$ cat config.mk
export PLATFORM = sky130hd
export DESIGN_NAME = fork_alloc
export DESIGN_NICKNAME = d
export VERILOG_FILES = /design/src/rtl/fork_alloc_pkg.sv /design/src/rtl/fork_qualify.sv /design/src/rtl/fork_pick.sv /design/src/rtl/fork_seq.sv /design/src/rtl/fork_alloc.sv
export SDC_FILE = /design/constraint.sdc
export NUM_CORES = 1
export LEC_CHECK = 0
export BUFFER_PORTS_ARGS = -buffer_cell sky130_fd_sc_hd__buf_2
export CAP_MARGIN = 20
export CORE_MARGIN = 1
export CORE_UTILIZATION = 55
export CTS_CLUSTER_SIZE = 25
export DETAILED_ROUTE_END_ITERATION = 8
export GPL_ROUTABILITY_DRIVEN = 1
export GPL_TIMING_DRIVEN = 0
export PLACE_DENSITY = 0.82
export SETUP_SLACK_MARGIN = 0.02
export SYNTH_ARGS = -nofsm -noshare
export SYNTH_HDL_FRONTEND = slang
export SYNTH_HIERARCHICAL = 1
export SYNTH_SLANG_ARGS = --single-unit
export TNS_END_PERCENT = 5
$ cat constraint.sdc
create_clock -name clk -period 4.1 [get_ports clk]
set_input_delay 0.205 -clock clk [delete_from_list [all_inputs] [get_ports clk]]
set_output_delay 0.205 -clock clk [all_outputs]
set_load 0.02 [all_outputs]
$ cat src/rtl/fork_alloc_pkg.sv
package fork_alloc_pkg;

    localparam int KSU_W = 2;
    localparam int EXC_W = 4;

    localparam logic [EXC_W-1:0] EXC_NONE        = 4'd0;
    localparam logic [EXC_W-1:0] EXC_NO_FREE_CTX = 4'd1;

    typedef enum logic {
        ST_IDLE = 1'b0,
        ST_BUSY = 1'b1
    } fork_state_e;

    // Status bits seeded into a newly started context
    typedef struct packed {
        logic [1:0] run_state;
        logic       delay_slot;
        logic       dirty;
        logic       active;
    } seed_flags_t;

    function automatic seed_flags_t fresh_thread_flags();
        seed_flags_t f;
        f.run_state  = 2'd0;
        f.delay_slot = 1'b0;
        f.dirty      = 1'b1;
        f.active     = 1'b1;
        return f;
    endfunction

    function automatic seed_flags_t cleared_flags();
        seed_flags_t f;
        f = '0;
        return f;
    endfunction

endpackage

$ cat src/rtl/fork_qualify.sv
module fork_qualify #(
    parameter int NCTX = 4,
    parameter int VPW  = 2,
    localparam int CIW = $clog2(NCTX)
) (
    input  logic [CIW-1:0]      cfg_last_ctx,
    input  logic [VPW-1:0]      want_vp,
    input  logic [NCTX*VPW-1:0] ctx_vp,
    input  logic [NCTX-1:0]     ctx_dyn,
    input  logic [NCTX-1:0]     ctx_halt,
    input  logic [NCTX-1:0]     ctx_act,
    output logic [NCTX-1:0]     eligible
);

    for (genvar i = 0; i < NCTX; i++) begin : g_ctx
        localparam logic [CIW-1:0] IDX = CIW'(i);
        logic in_window;
        logic same_vp;
        logic is_free;

        assign in_window   = (IDX <= cfg_last_ctx);
        assign same_vp     = (ctx_vp[i*VPW +: VPW] == want_vp);
        assign is_free     = ctx_dyn[i] & ~ctx_halt[i] & ~ctx_act[i];
        assign eligible[i] = in_window & same_vp & is_free;
    end

endmodule

$ cat src/rtl/fork_pick.sv
module fork_pick #(
    parameter int NCTX = 4
) (
    input  logic [NCTX-1:0] eligible,
    output logic [NCTX-1:0] pick_onehot,
    output logic            pick_found
);

    logic taken;

    always_comb begin
        pick_onehot = '0;
        taken       = 1'b0;
        for (int i = 0; i < NCTX; i++) begin
            if (eligible[i] && !taken) begin
                pick_onehot[i] = 1'b1;
                taken          = 1'b1;
            end
        end
    end

    assign pick_found = taken;

endmodule

$ cat src/rtl/fork_seq.sv
module fork_seq
    import fork_alloc_pkg::*;
#(
    parameter int VPW   = 2,
    parameter int ASIDW = 8,
    parameter int XLEN  = 32,
    parameter int RIDXW = 5
) (
    input  logic             clk,
    input  logic             rst,
    input  logic             fork_valid,
    output logic             fork_ready,
    input  logic [VPW-1:0]   req_vp,
    input  logic [KSU_W-1:0] req_ksu,
    input  logic [ASIDW-1:0] req_asid,
    input  logic [XLEN-1:0]  req_op1,
    input  logic [XLEN-1:0]  req_op2,
    input  logic [RIDXW-1:0] req_dst,
    output logic             busy,
    output logic [VPW-1:0]   hold_vp,
    output logic [KSU_W-1:0] hold_ksu,
    output logic [ASIDW-1:0] hold_asid,
    output logic [XLEN-1:0]  hold_op1,
    output logic [XLEN-1:0]  hold_op2,
    output logic [RIDXW-1:0] hold_dst
);

    fork_state_e state_q;
    logic        accept;

    assign fork_ready = (state_q == ST_IDLE);
    assign busy       = (state_q == ST_BUSY);
    assign accept     = fork_valid & fork_ready;

    always_ff @(posedge clk) begin
        if (rst) begin
            state_q <= ST_IDLE;
        end else if (accept) begin
            state_q <= ST_BUSY;
        end else if (busy) begin
            state_q <= ST_IDLE;
        end
    end

    always_ff @(posedge clk) begin
        if (rst) begin
            hold_vp   <= '0;
            hold_ksu  <= '0;
            hold_asid <= '0;
            hold_op1  <= '0;
            hold_op2  <= '0;
            hold_dst  <= '0;
        end else if (accept) begin
            hold_vp   <= req_vp;
            hold_ksu  <= req_ksu;
            hold_asid <= req_asid;
            hold_op1  <= req_op1;
            hold_op2  <= req_op2;
            hold_dst  <= req_dst;
        end
    end

endmodule

$ cat src/rtl/fork_alloc.sv
module fork_alloc
    import fork_alloc_pkg::*;
#(
    parameter int NCTX  = 4,
    parameter int VPW   = 2,
    parameter int ASIDW = 8,
    parameter int XLEN  = 32,
    parameter int RIDXW = 5,
    localparam int CIW  = $clog2(NCTX)
) (
    input  logic                clk,
    input  logic                rst,
    input  logic [CIW-1:0]      cfg_last_ctx,
    input  logic                fork_valid,
    output logic                fork_ready,
    input  logic [VPW-1:0]      req_vp,
    input  logic [KSU_W-1:0]    req_ksu,
    input  logic [ASIDW-1:0]    req_asid,
    input  logic [XLEN-1:0]     req_op1,
    input  logic [XLEN-1:0]     req_op2,
    input  logic [RIDXW-1:0]    req_dst,
    input  logic [NCTX*VPW-1:0] ctx_vp,
    input  logic [NCTX-1:0]     ctx_dyn,
    input  logic [NCTX-1:0]     ctx_halt,
    input  logic [NCTX-1:0]     ctx_act,
    output logic [NCTX-1:0]     wr_en,
    output logic [XLEN-1:0]     wr_restart_pc,
    output logic [RIDXW-1:0]    wr_dst,
    output logic [XLEN-1:0]     wr_val,
    output logic [1:0]          wr_run_state,
    output logic                wr_delay_slot,
    output logic                wr_dirty,
    output logic                wr_active,
    output logic [KSU_W-1:0]    wr_ksu,
    output logic [ASIDW-1:0]    wr_asid,
    output logic                done,
    output logic                fault,
    output logic [EXC_W-1:0]    exc_code
);

    logic             busy;
    logic [VPW-1:0]   hold_vp;
    logic [KSU_W-1:0] hold_ksu;
    logic [ASIDW-1:0] hold_asid;
    logic [XLEN-1:0]  hold_op1;
    logic [XLEN-1:0]  hold_op2;
    logic [RIDXW-1:0] hold_dst;
    logic [NCTX-1:0]  eligible;
    logic [NCTX-1:0]  pick_onehot;
    logic             pick_found;
    seed_flags_t      flags_q;

    fork_seq #(
        .VPW  (VPW),
        .ASIDW(ASIDW),
        .XLEN (XLEN),
        .RIDXW(RIDXW)
    ) u_seq (
        .clk       (clk),
        .rst       (rst),
        .fork_valid(fork_valid),
        .fork_ready(fork_ready),
        .req_vp    (req_vp),
        .req_ksu   (req_ksu),
        .req_asid  (req_asid),
        .req_op1   (req_op1),
        .req_op2   (req_op2),
        .req_dst   (req_dst),
        .busy      (busy),
        .hold_vp   (hold_vp),
        .hold_ksu  (hold_ksu),
        .hold_asid (hold_asid),
        .hold_op1  (hold_op1),
        .hold_op2  (hold_op2),
        .hold_dst  (hold_dst)
    );

    fork_qualify #(
        .NCTX(NCTX),
        .VPW (VPW)
    ) u_qual (
        .cfg_last_ctx(cfg_last_ctx),
        .want_vp     (hold_vp),
        .ctx_vp      (ctx_vp),
        .ctx_dyn     (ctx_dyn),
        .ctx_halt    (ctx_halt),
        .ctx_act     (ctx_act),
        .eligible    (eligible)
    );

    fork_pick #(
        .NCTX(NCTX)
    ) u_pick (
        .eligible   (eligible),
        .pick_onehot(pick_onehot),
        .pick_found (pick_found)
    );

    // Completion pulses and strobes
    always_ff @(posedge clk) begin
        if (rst) begin
            done     <= 1'b0;
            fault    <= 1'b0;
            wr_en    <= '0;
            exc_code <= EXC_NONE;
        end else if (busy) begin
            done  <= pick_found;
            fault <= ~pick_found;
            wr_en <= pick_onehot;
            if (!pick_found) begin
                exc_code <= EXC_NO_FREE_CTX;
            end
        end else begin
            done  <= 1'b0;
            fault <= 1'b0;
            wr_en <= '0;
        end
    end

    // Write data, loaded only on a successful completion
    always_ff @(posedge clk) begin
        if (rst) begin
            wr_restart_pc <= '0;
            wr_dst        <= '0;
            wr_val        <= '0;
            wr_ksu        <= '0;
            wr_asid       <= '0;
            flags_q       <= cleared_flags();
        end else if (busy && pick_found) begin
            wr_restart_pc <= hold_op1;
            wr_dst        <= hold_dst;
            wr_val        <= hold_op2;
            wr_ksu        <= hold_ksu;
            wr_asid       <= hold_asid;
            flags_q       <= fresh_thread_flags();
        end
    end

    assign wr_run_state  = flags_q.run_state;
    assign wr_delay_slot = flags_q.delay_slot;
    assign wr_dirty      = flags_q.dirty;
    assign wr_active     = flags_q.active;

endmodule

==> Yosys cells after proc, flatten, opt, wreduce, memory -nomap -nowiden <==
Index checks and enable logic that the tools add are counted.
{ "totals": {"ff_bits": 169, "output_inout_bits": 95} }
{ "op_classes": {"magnitude_cmp": 4, "n_eq_ne": 4, "n_mux": 8, "n_bitwise": 27, "n_reduce_logical": 9} }
{ "op_table": {"columns": ["cell", "count"], "rows": [
  ["1-bit bitwise AND", 17],
  ["1-bit NOT", 10],
  ["2-bit equality test", 4],
  ["1-bit two-way mux", 8],
  ["1-bit by 2-bit less-or-equal comparator with 1-bit output (first input constant)", 2],
  ["2-bit less-or-equal comparator (first input constant)", 2],
  ["1-bit logical AND", 4],
  ["1-bit zero test", 3],
  ["2-bit AND reduction", 1],
  ["2-bit OR reduction", 1]
]} }

==> Logic depth before layout (Yosys ltp) <==
{ "depth": {"word_depth": 16, "ltp_mapped": 8, "depth_no_buf": 5} }

==> Hierarchy <==
Netlist, hierarchy kept.
{ "modules_own_cells": {"columns": ["mod", "instances", "cells_each", "area_per_inst_um2"], "rows": [
  ["fork_seq", 1, 373, 4141.5],
  ["fork_alloc", 1, 390, 3923.8],
  ["fork_qualify", 1, 17, 138.9],
  ["fork_pick", 1, 5, 37.5]
]} }

==> Least setup slack after synthesis <==
OpenSTA, ideal clock, no wires.
{ "synth_path": {"kind": "register to register", "from": "reg u_seq.hold_vp[0]", "to": "reg flags_q (netlist bit wr_active)", "setup_time_ps": 128, "arrival_time_ps": 1769, "t_required_ps": 3972, "path_slack_ps": 2203, "stages_incl_launch_ff": 9, "n_path_buf": 3, "synth_period_minus_slack_ps": 1897, "cell_sequence": "dfxtp_1 -> xor2_1 -> nor4_2 -> or4_1 -> buf_4 -> buf_6 -> buf_4 -> a21oi_1 -> nor2_1"} }
{ "synth_between": {"elab_cells_between_ends": 23, "classes_between": "eq/ne: 4; mux: 4; bitwise: 8; reduce/logical: 7"} }
{ "synth_lines": {"columns": ["item", "line", "rtl"], "rows": [
  ["start: declaration", "fork_seq.sv:20", "output logic [VPW-1:0] hold_vp,"],
  ["start signal: assignment", "fork_seq.sv:54", "hold_vp <= req_vp;"],
  ["2-bit equality test (*)", "fork_qualify.sv:22", "assign same_vp = (ctx_vp[i*VPW +: VPW] == want_vp);"],
  ["1-bit bitwise AND (*) (2 in series)", "fork_qualify.sv:24", "assign eligible[i] = in_window & same_vp & is_free;"],
  ["net eligible[1]", "fork_alloc.sv:48", "logic [NCTX-1:0] eligible;"],
  ["1-bit logical AND (*)", "fork_pick.sv:15", "if (eligible[i] && !taken) begin"],
  ["1-bit two-way mux (*)", "fork_pick.sv:15", null],
  ["1-bit zero test", "fork_pick.sv:15", null],
  ["1-bit logical AND", "fork_pick.sv:15", null],
  ["1-bit two-way mux (*)", "fork_pick.sv:15", null],
  ["1-bit zero test", "fork_pick.sv:15", null],
  ["1-bit logical AND", "fork_pick.sv:15", null],
  ["1-bit two-way mux (*)", "fork_pick.sv:15", null],
  ["net pick_found", "fork_alloc.sv:50", "logic pick_found;"],
  ["1-bit logical AND (*)", "fork_alloc.sv:129", "end else if (busy && pick_found) begin"],
  ["end signal: assignment", "fork_alloc.sv:128", "flags_q <= cleared_flags();"],
  ["end signal: assignment", "fork_alloc.sv:135", "flags_q <= fresh_thread_flags();"],
  ["end: declaration", "fork_alloc.sv:51", "seed_flags_t flags_q;"]
]} }
The timed path passes the listed nets; every way through them passes the cells marked *.
A chain may end at the register's enable or synchronous reset.

==> Worst setup path in the final report <==
{ "layout_path": {"from": "reg u_seq.hold_vp[0]", "to": "reg wr_restart_pc[6]"} }
{ "layout_between": {"elab_chain_len": 14, "elab_cells_between_ends": 23, "classes_between": "eq/ne: 4; mux: 4; bitwise: 8; reduce/logical: 7"} }
{ "layout_rtl": {"columns": ["item", "line", "rtl"], "rows": [
  ["2-bit equality test (*)", "fork_qualify.sv:22", null],
  ["1-bit bitwise AND (*) (2 in series)", "fork_qualify.sv:24", null],
  ["net eligible[0]", "fork_alloc.sv:48", null],
  ["1-bit two-way mux (*)", "fork_pick.sv:15", null],
  ["1-bit zero test", "fork_pick.sv:15", null],
  ["1-bit logical AND", "fork_pick.sv:15", null],
  ["1-bit two-way mux (*)", "fork_pick.sv:15", null],
  ["1-bit zero test", "fork_pick.sv:15", null],
  ["1-bit logical AND", "fork_pick.sv:15", null],
  ["1-bit two-way mux (*)", "fork_pick.sv:15", null],
  ["1-bit zero test", "fork_pick.sv:15", null],
  ["1-bit logical AND", "fork_pick.sv:15", null],
  ["1-bit two-way mux (*)", "fork_pick.sv:15", null],
  ["net pick_found", "fork_alloc.sv:50", null],
  ["1-bit logical AND (*)", "fork_alloc.sv:129", null],
  ["end signal: assignment", "fork_alloc.sv:130", "wr_restart_pc <= hold_op1;"],
  ["end: declaration", "fork_alloc.sv:27", "output logic [XLEN-1:0] wr_restart_pc,"]
]} }
Marks and branches as above.

==> run metrics <==
status=completed; FF-to-FF setup slack=1.72 ns; Worst Max-Slew Pin Slew=0.697 ns; post-synthesis instance area=8240 um2; cells on worst reg2reg path=8; Post-Syn Instances=785; Seq/Total Area, Yosys=41.1%; # hold bufs at CTS=0; Peak VDD IR=259 uV; Post-CTS Resized=0; root buffer cell=clkbuf_16; fin util=69.2%; WP data arrival=2.73 ns; crit-path max cell delay=0.60 ns; RSZ-0062 raised after global routing=no; Clock Sinks=169; CTS clk-pin slew, worst paths=0.06 ns; FP Rows=44; Worst-Skew Late Latency=0.42 ns; Hold WS=0.0575 ns; Final Hold Fails=0; Worst slew margin=53.1%; fraction of layout cells with a size suffix above 1=47.2%; Setup crit end kind=flip-flop; Fmax achieved=419 MHz; 1st-iter DRT viols=355; vias per cell=5.48; core area=14,600 um2; final non-filler cell total=1,199; TritonCTS clock tree=built; WHS Path Cells=3; Chip Height=124 um; vias=6,567; Max FO, Critical Path=10; clock tree buffer depth=2; crit share post-route=58.2%; hold path start=req_op1[1]; CP cell instances=xor2_1 -> nor4_1 -> or4_1 -> buf_4 -> buf_6 -> buf_4 -> nand3_1 -> a21oi_1; most frequent cells in the layout=buf_2, dfxtp_1, nand2b_1; total global-route track usage=26.4%; antenna-violating nets left=0; metal3 WL=961 um; largest net degree at the start of global routing=17; Slowest cell on crit path=nor4_1; worst r2r src=u_seq/hold_vp[0]; WS Path Type=flip-flop to flip-flop; leakage=4.14 nW; Max Cap Viol=0; Final nets=1,108; minimum clock period=2.38 ns; Top Layer Used=met4; CP startpoint=u_seq/hold_vp[0]; post-CTS setup buffer count=0; most used cell, CP=buf_4; Final GP Congestion=0.835; final WL=20,000 um; IO Pins=201; setup TNS=0 ns; routed len/inst=16.7 um; HP Class=input port to flip-flop; total grt overflow=0; Max Slew Vio Count=0; Die Span X=124 um; Pwr Density=386 nW/um2; Initial Util=56.5%; number of library cell types mapped by synthesis=35; commonest non-fill, non-tap cell in the layout=buf_2; Placed Cells=1,167; WP data required=4.45 ns; initial antenna violation count=0; Port Buf Inserts=193; vias in the first global route=6,401; critical path launch point type=flip-flop; full die area=15,500 um2; WL met1=9050 um; Avg Inst Size Synth=10.5 um2; Pre-Repair DR Iteration Count=5; CTS H-tree depth=4; DPL Wire Length=13,900 um; DRC=0; count of final setup violators=0; met2 WL=9660 um; first-pass GRT wire length=32,700 um; diode count=0; Layout Skew=0.00558 ns; total CTS buffers=17; area grow syn2layout=22.4%; Seq cells post-synth=169; Syn. warnings=6
-- synth_stat cells (all sizes together) --
library cell  number  share of area [%]
dfxtp            169                 41
nand2b            83                6.3
nand4bb           82                 11
a21oi             81                5.4
o21ai             81                8.6
a21bo             79                9.6
nand3             79                5.8
buf               73                8.1
clkbuf            25                1.1
xor2               8               0.85
and2               4               0.30
nor2b              4               0.39
nor2               3               0.14
nor4               3               0.30
inv                2              0.091
and2b              1              0.091
conb               1              0.046
nand2              1              0.046
nand4b             1               0.11
nor3               1              0.061
nor3b              1              0.091
nor4b              1               0.11
or3b               1               0.11
or4                1              0.091
-- worst paths after layout --
check,end
max,wr_restart_pc[6]
min reg2reg,exc_code[0]
min,u_seq/hold_op1[1]
max reg2reg,wr_restart_pc[6]
-- through the flow --
| step | power, mW | cell area [um2] | setup slack, ns |
|---|---|---|---|
| floorplan | 2.07 | 8260 | 2.20 |
| global placement | 2.20 | 9460 | 1.83 |
| detailed placement | 2.21 | 9460 | 1.76 |
| CTS | 3.92 | 10100 | 1.73 |
| global route | 4.04 | 10100 | 1.57 |
| finish | 3.90 | 10100 | 1.72 |
-- power by group --
group	internal, mW	switching [mW]
logic	0.198	0.245
clock network	1.08	0.638
registers	1.70	0.0348
-- sequential cells by signal, indices dropped and copies added, names as in the netlist, 2 cells and up --
name             count
u_seq/hold_op1      32
u_seq/hold_op2      32
wr_restart_pc       32
wr_val              32
u_seq/hold_asid      8
wr_asid              8
u_seq/hold_dst       5
wr_dst               5
wr_en                4
u_seq/hold_ksu       2
u_seq/hold_vp        2
wr_ksu               2
-- kinds of logic after synthesis --
family | Yosys count | synth area share [%]
AOI/OAI and AO/OA | 241 | 23.5
buffers and inverters | 100 | 9.35
DFF | 169 | 41.1
and+or+nand+nor | 266 | 25.2
other | 1 | 0.0455
xor gates and xnor gates | 8 | 0.850
-- worst max-delay path, delay by kind of cell, from the launching register on --
family,cells,cell delay [ns]
simple gates,3,0.93
buf+inv,3,0.63
flops,1,0.48
compound gates,1,0.15
xor+xnor,1,0.11
-- cell type report --
type / count / area [um2]
plain buffers: 98 / 763
clock inverters: 7 / 138
multi-input cells: 521 / 4110
inverters: 2 / 7.51
fillers: 1194 / 4500
clock buffers: 25 / 495
flip-flops and latches: 169 / 3380
well taps: 184 / 230
repair buffers: 193 / 966
-- per-layer routing --
layer | global-route usage, % | vias to the layer above
li1 | - | 3247
met1 | 34.1 | 3109
met2 | 43.2 | 180
met3 | 5.84 | 31
met4 | 9.07 | 0
met5 | 0 | -
(Power assumes the default switching activity.)
